<file path="config.mk">
export PLATFORM = sky130hd
export DESIGN_NAME = i2c_byte_shifter
export DESIGN_NICKNAME = d
export VERILOG_FILES = /design/src/rtl/i2cbs_pkg.sv /design/src/rtl/i2cbs_slot_seq.sv /design/src/rtl/i2cbs_byte_reg.sv /design/src/rtl/i2cbs_arb_mon.sv /design/src/rtl/i2c_byte_shifter.sv
export SDC_FILE = /design/constraint.sdc
export NUM_CORES = 1
export LEC_CHECK = 0
export BUFFER_PORTS_ARGS = -buffer_cell sky130_fd_sc_hd__buf_2
export CAP_MARGIN = 30
export CORE_AREA = 2 2 47 49
export CTS_CLUSTER_SIZE = 16
export DETAILED_ROUTE_END_ITERATION = 8
export DIE_AREA = 0 0 49 51
export GPL_ROUTABILITY_DRIVEN = 0
export PLACE_DENSITY = 0.83
export SYNTH_ARGS = -nofsm -noshare
export SYNTH_HDL_FRONTEND = slang
export SYNTH_SLANG_ARGS = --single-unit
</file>
<file path="constraint.sdc">
create_clock -name clk -period 2.11 [get_ports clk]
set_clock_uncertainty 0.15 [all_clocks]
set_input_delay 0.1055 -clock clk [delete_from_list [all_inputs] [get_ports clk]]
set_output_delay 0.1055 -clock clk [all_outputs]
set_load 0.03 [all_outputs]
</file>
<file path="src/rtl/i2cbs_pkg.sv">
package i2cbs_pkg;
  typedef enum logic [1:0] {
    XM_PASSIVE = 2'b00,
    XM_MTX     = 2'b01,
    XM_MRX     = 2'b10,
    XM_SPARE   = 2'b11
  } xfer_mode_e;
endpackage

</file>
<file path="src/rtl/i2cbs_slot_seq.sv">
module i2cbs_slot_seq #(
  parameter int BYTE_W = 8,
  parameter int CNT_W  = $clog2(BYTE_W + 2)
) (
  input  logic             clk,
  input  logic             rst,
  input  logic             start_ok,
  input  logic             tick,
  output logic             busy,
  output logic [CNT_W-1:0] slot,
  output logic             data_ph,
  output logic             ack_ph
);
  localparam logic [CNT_W-1:0] ACK_SLOT = CNT_W'(BYTE_W);

  always_ff @(posedge clk) begin
    if (rst) begin
      busy <= 1'b0;
      slot <= '0;
    end else if (start_ok) begin
      busy <= 1'b1;
      slot <= '0;
    end else if (busy && tick) begin
      if (slot == ACK_SLOT) begin
        busy <= 1'b0;
        slot <= '0;
      end else begin
        slot <= slot + 1'b1;
      end
    end
  end

  assign data_ph = busy && (slot < ACK_SLOT);
  assign ack_ph  = busy && (slot == ACK_SLOT);

  // slot index never leaves the frame, and rests at zero when idle
  p_slot_in_frame_r3: assert property (@(posedge clk) disable iff (rst)
    busy |-> (slot <= ACK_SLOT));
  p_slot_idle_r3: assert property (@(posedge clk) disable iff (rst)
    !busy |-> (slot == '0));
endmodule

</file>
<file path="src/rtl/i2cbs_byte_reg.sv">
module i2cbs_byte_reg #(
  parameter int BYTE_W = 8
) (
  input  logic              clk,
  input  logic              rst,
  input  logic              load_ok,
  input  logic [BYTE_W-1:0] load_val,
  input  logic              shift_en,
  input  logic              bit_in,
  output logic [BYTE_W-1:0] q
);
  always_ff @(posedge clk) begin
    if (rst)           q <= '0;
    else if (load_ok)  q <= load_val;
    else if (shift_en) q <= {q[BYTE_W-2:0], bit_in};
  end

  // a shift moves the old bits up one place
  p_shift_moves_r5: assert property (@(posedge clk) disable iff (rst)
    (shift_en && !load_ok) |=> (q[BYTE_W-1:1] == $past(q[BYTE_W-2:0])));
endmodule

</file>
<file path="src/rtl/i2cbs_arb_mon.sv">
module i2cbs_arb_mon
  import i2cbs_pkg::*;
(
  input  logic       clk,
  input  logic       rst,
  input  logic       clear_req,
  input  logic       start_ok,
  input  logic       tick,
  input  logic       data_ph,
  input  logic       ack_ph,
  input  xfer_mode_e mode_q,
  input  logic       tx_bit,
  input  logic       nack_q,
  input  logic       sda_in,
  output logic       lose_now,
  output logic       lost_flag,
  output logic       yielded
);
  logic tx_clash, rx_clash;

  always_comb begin
    tx_clash = (mode_q == XM_MTX) && data_ph && tx_bit && !sda_in;
    rx_clash = (mode_q == XM_MRX) && ack_ph && nack_q && !sda_in;
    lose_now = tick && !yielded && (tx_clash || rx_clash);
  end

  always_ff @(posedge clk) begin
    if (rst) begin
      lost_flag <= 1'b0;
      yielded   <= 1'b0;
    end else begin
      if (lose_now)       lost_flag <= 1'b1;
      else if (clear_req) lost_flag <= 1'b0;
      if (lose_now)       yielded <= 1'b1;
      else if (start_ok)  yielded <= 1'b0;
    end
  end

  // the flag only falls on a clear request
  p_flag_sticky_r9: assert property (@(posedge clk) disable iff (rst)
    (lost_flag && !clear_req) |=> lost_flag);
  // passive frames never yield
  p_passive_no_loss_r8: assert property (@(posedge clk) disable iff (rst)
    (mode_q == XM_PASSIVE) |-> !lose_now);
endmodule

</file>
<file path="src/rtl/i2c_byte_shifter.sv">
module i2c_byte_shifter
  import i2cbs_pkg::*;
#(
  parameter int BYTE_W = 8
) (
  input  logic              clk,
  input  logic              rst,
  input  logic [1:0]        mode_sel,
  input  logic              start_xfer,
  input  logic              nack_sel,
  input  logic              load_en,
  input  logic [BYTE_W-1:0] load_byte,
  input  logic              bit_tick,
  input  logic              sda_in,
  input  logic              arb_clr,
  output logic              sda_low,
  output logic [BYTE_W-1:0] rd_byte,
  output logic              frame_active,
  output logic              arb_lost,
  output logic              slave_rx
);
  localparam int CNT_W = $clog2(BYTE_W + 2);
  localparam logic [CNT_W-1:0] LAST_DATA = CNT_W'(BYTE_W - 1);

  logic             busy, data_ph, ack_ph;
  logic [CNT_W-1:0] slot;
  logic             start_ok, load_ok, shift_en;
  logic             lose_now, lost_flag, yielded;
  logic [BYTE_W-1:0] q;
  xfer_mode_e       mode_in, mode_q;
  logic             nack_q, drv_q, first_msb;

  assign mode_in  = xfer_mode_e'(mode_sel);
  assign start_ok = start_xfer && !busy;
  assign load_ok  = load_en && !busy;
  assign shift_en = bit_tick && data_ph;

  always_ff @(posedge clk) begin
    if (rst) begin
      mode_q <= XM_PASSIVE;
      nack_q <= 1'b1;
    end else if (start_ok) begin
      mode_q <= mode_in;
      nack_q <= nack_sel;
    end
  end

  i2cbs_slot_seq #(.BYTE_W(BYTE_W), .CNT_W(CNT_W)) u_seq (
    .clk(clk), .rst(rst), .start_ok(start_ok), .tick(bit_tick),
    .busy(busy), .slot(slot), .data_ph(data_ph), .ack_ph(ack_ph)
  );

  i2cbs_byte_reg #(.BYTE_W(BYTE_W)) u_byte (
    .clk(clk), .rst(rst), .load_ok(load_ok), .load_val(load_byte),
    .shift_en(shift_en), .bit_in(sda_in), .q(q)
  );

  i2cbs_arb_mon u_arb (
    .clk(clk), .rst(rst), .clear_req(arb_clr), .start_ok(start_ok),
    .tick(bit_tick), .data_ph(data_ph), .ack_ph(ack_ph), .mode_q(mode_q),
    .tx_bit(q[BYTE_W-1]), .nack_q(nack_q), .sda_in(sda_in),
    .lose_now(lose_now), .lost_flag(lost_flag), .yielded(yielded)
  );

  assign first_msb = load_ok ? load_byte[BYTE_W-1] : q[BYTE_W-1];

  // SDA drive register: holds the level for the slot now on the bus
  always_ff @(posedge clk) begin
    if (rst) begin
      drv_q <= 1'b0;
    end else if (start_ok) begin
      drv_q <= (mode_in == XM_MTX) && !first_msb;
    end else if (busy && bit_tick) begin
      if (ack_ph || lose_now || yielded)
        drv_q <= 1'b0;
      else if (slot < LAST_DATA)
        drv_q <= (mode_q == XM_MTX) && !q[BYTE_W-2];
      else
        drv_q <= (mode_q == XM_MRX) && !nack_q;
    end
  end

  assign sda_low      = drv_q;
  assign rd_byte      = q;
  assign frame_active = busy;
  assign arb_lost     = lost_flag;
  assign slave_rx     = yielded;

  // a yielded block never pulls SDA
  p_release_yielded_r6: assert property (@(posedge clk) disable iff (rst)
    slave_rx |-> !sda_low);
  // transmit loss inside the data bits keeps the frame (and SCL) going
  p_tx_loss_keeps_clock_r6: assert property (@(posedge clk) disable iff (rst)
    ($rose(slave_rx) && mode_q == XM_MTX && $past(slot) < CNT_W'(BYTE_W))
      |-> frame_active);
  // receive-mode loss coincides with the end of the frame
  p_rx_loss_ends_frame_r7: assert property (@(posedge clk) disable iff (rst)
    ($rose(arb_lost) && mode_q == XM_MRX) |-> !frame_active);
  // a load during a frame does not touch the byte
  p_load_ignored_r2: assert property (@(posedge clk) disable iff (rst)
    (frame_active && load_en && !bit_tick) |=> $stable(rd_byte));
  // passive frames leave SDA alone
  p_passive_silent_r8: assert property (@(posedge clk) disable iff (rst)
    (frame_active && mode_q == XM_PASSIVE) |-> !sda_low);
endmodule

</file>
==> metrics.csv <==
stage,metric,value,unit
status,status,"complete, but fails checks",
status,failed_checks,hold timing,
logic_synthesis,synthesis.area,940,um^2
cts,post_cts_buffers,0,
power,cellPowerDensity,621,nW/um^2
critical_path,crit_path_end_kind,register,
critical_path,path_cells,inv_1 -> ha_1 -> and4b_4 -> or3_1 -> a211o_1 -> a311oi_2,
global_route,antenna_found_initial,0,
timing,timing.final.hold_violations,1,
cts,cts-buffers-inserted,3,
cts,clock_path_buffers,2,
critical_path,reg2reg_depth,6,
global_route,grt_pass1_wl,3.46,mm
timing,final.setup.tns,0,ps
timing,hold_ws,-0.915,ps
placed_design,portBuffers,29,
cts,insertion_delay,290,ps
floorplanning,dieArea,2500,um^2
cts,cts-resized-gates,0,
critical_path,crit_type,register to register,
cells_and_area,utilization,59.2,%
cells_and_area,multi_input_area,524,um^2
logic_synthesis,synth-seq-cells,19,
floorplanning,start_util,45.5,%
timing,setup_viol,0,
critical_path,cp_num_buf_inv,1,
cts,cts_sinks,19,
timing,maxSlewViolCount,0,
logic_synthesis,ys_seq_area_share,40.5,%
cts,cts_tree,yes,
logic_synthesis,synth_cell_types,32,
cts,htree_levels,1,
logic_synthesis,netlist_instances,104,
logic_synthesis,ys_top_cells_by_count,"dfxtp_1, nand2_1, nor2_1",
detailed_routing,via_count,876,
critical_path,cp_slowest_cell,dfxtp_1,
power,power.leakage,0.532,nW
critical_path,cp_data_arrival_time,1900,ps
detailed_routing,avgRoutedWirePerCell,11.6,um
critical_path,crit_fanout,4,
cts,root_buffer,clkbuf_4,
cells_and_area,fill_cells,185,
timing,min_period,1840,ps
critical_path,worst_path_largest_cell_delay,400,ps
logic_synthesis,synth_edf_count,0,
placed_design,dp_hpwl,1.45,mm
power,max-vdd-ir-drop,0.000430,V
floorplanning,fp.coreArea,2060,um^2
floorplanning,pin_count,30,
timing,tightest_slew,455,ps
logic_synthesis,syn_nets,124,
cts,postCtsHoldBufs,9,
logic_synthesis,async_flop_share,0,%
detailed_routing,detail-route-antenna-nets,0,
floorplanning,die_w,49,um
critical_path,critPathTopFamily,simple AND/OR/NAND/NOR gates,
critical_path,cp.required,2170,ps
critical_path,cp-start-kind,register,
logic_synthesis,synth_top_area_share,40.5,%
timing,max_freq,544,MHz
detailed_routing,dr.pass1.iters,4,
detailed_routing,drtIter0Drc,16,
min_path,whs_path_depth,4,
critical_path,crit_cells,6,
logic_synthesis,synth_area_leader_cell,dfxtp_1,
timing,relSlewSlack,69.6,%
detailed_routing,viasPerCell,5.12,
flow_run,maxCapViolCount,0,
timing,rsz0062_at_grt,no,
global_route,overflow,0,
logic_synthesis,ys.warnings.count,0,
floorplanning,die_height,51,um
cells_and_area,n_antenna_cell,0,
detailed_routing,routed_wl,1.98,mm
floorplanning,rows,17,
cells_and_area,finalNetCount,164,
global_route,first_global_vias,860,
timing,min_period_over_period,87.2,%
cells_and_area,drive_gt1_share,26.6,%
logic_synthesis,synth_top_flop_cell,dfxtp_1,
global_route,grt_max_degree,17,
logic_synthesis,yosys.cell_count.top_type,dfxtp_1,
min_path,hold_class,input pin to register,
cts,path_clk_slew,110,ps
detailed_routing,drcViolationCount,0,
logic_synthesis,synth.top_cells.by_area,"dfxtp_1, mux2i_1, a211oi_1",
global_route,grtUsageTotal,17.7,%
cells_and_area,syn_to_final_growth,30.0,%
cells_and_area,regArea,380,um^2
logic_synthesis,syn_area_per_cell,9.04,um^2
## layer usage
| layer | up-vias | share of wire [%] | track usage [%] |
|---|---|---|---|
| met5 | - | 0 | 0 |
| met4 | 0 | 1.2 | 8.10 |
| met3 | 4 | 5.2 | 2.05 |
| met2 | 32 | 48 | 33.3 |
| met1 | 389 | 46 | 20.0 |
| li1 | 451 | - | - |
## per-stage QoR
step           cells  setup WS, ps  total power [mW]  instance area [um^2]
6_report         171           270             0.758                  1220
5_1_grt          171           155             0.795                  1220
4_1_cts          171           267             0.760                  1220
3_5_place_dp     158           278             0.571                  1100
3_3_place_gp     158           329             0.567                  1100
2_1_floorplan    104           359             0.522                   940
## state kept, by name (all words and copies together) (netlist names)
signal and count:
u_arb.yielded 1, u_arb.lost_flag 1, u_byte.q 8, u_seq.slot 4, nack_q 1, sda_low 1
u_seq.busy 1, mode_q 2
## power breakdown
group | switching (mW) | internal, mW | leakage (nW) | total [mW]
clock network | 0.111 | 0.0706 | 0.0177 | 0.182
registers | 0.0225 | 0.382 | 0.156 | 0.404
logic | 0.0986 | 0.0736 | 0.359 | 0.172
## worst reg2reg max path: cells and delay by family, from the launching register on
family / cells / cell delay, ps
AOI/OAI and AO/OA: 2 / 440
buffers and inverters: 1 / 60
and+or+nand+nor: 2 / 530
DFF: 1 / 400
adders and majority gates: 1 / 190
## cells in the final DEF (no fill, tap or decap), types with 2 or more instances in the layout
cell,Yosys,layout
a211oi_1,8,8
a21oi_1,7,7
buf_2,1,29
clkbuf_4,0,3
dfxtp_1,19,19
dlygate4sd3_1,0,9
ha_1,2,2
inv_1,3,3
mux2i_1,9,9
nand2_1,13,13
nand2b_1,2,2
nand3b_1,2,2
nor2_1,13,13
nor3b_1,3,3
xor2_1,2,2
## logic make-up after synthesis
| group | synth area share (%) |
|---|---|
| simple gates | 23.4 |
| compound gates | 17.3 |
| flops | 40.5 |
| mux | 9.59 |
| buf+inv | 3.73 |
| xor+xnor | 2.80 |
| fa+ha+maj | 2.66 |
## area by class of cell
| class | count | share of cell area [%] |
|---|---|---|
| Inverter | 3 | 0.922 |
| Timing Repair Buffer | 39 | 19.9 |
| Clock inverter | 1 | 0.410 |
| Clock buffer | 3 | 1.84 |
| Sequential cell | 19 | 31.1 |
| Multi-Input combinational cell | 78 | 42.9 |
| Tap cell | 28 | 2.87 |
## final timing paths
path                                                     end  slack, ps                          from
worst max-delay path                    sda_low$_SDFFE_PP0P_        270    u_seq.slot[0]$_SDFFE_PP0P_
worst min-delay path            u_arb.lost_flag$_SDFFE_PP0P_       -0.9                        sda_in
worst max register to register          sda_low$_SDFFE_PP0P_        270    u_seq.slot[0]$_SDFFE_PP0P_
worst min register to register  u_arb.lost_flag$_SDFFE_PP0P_        330  u_arb.lost_flag$_SDFFE_PP0P_
(Power assumes the default switching activity.)
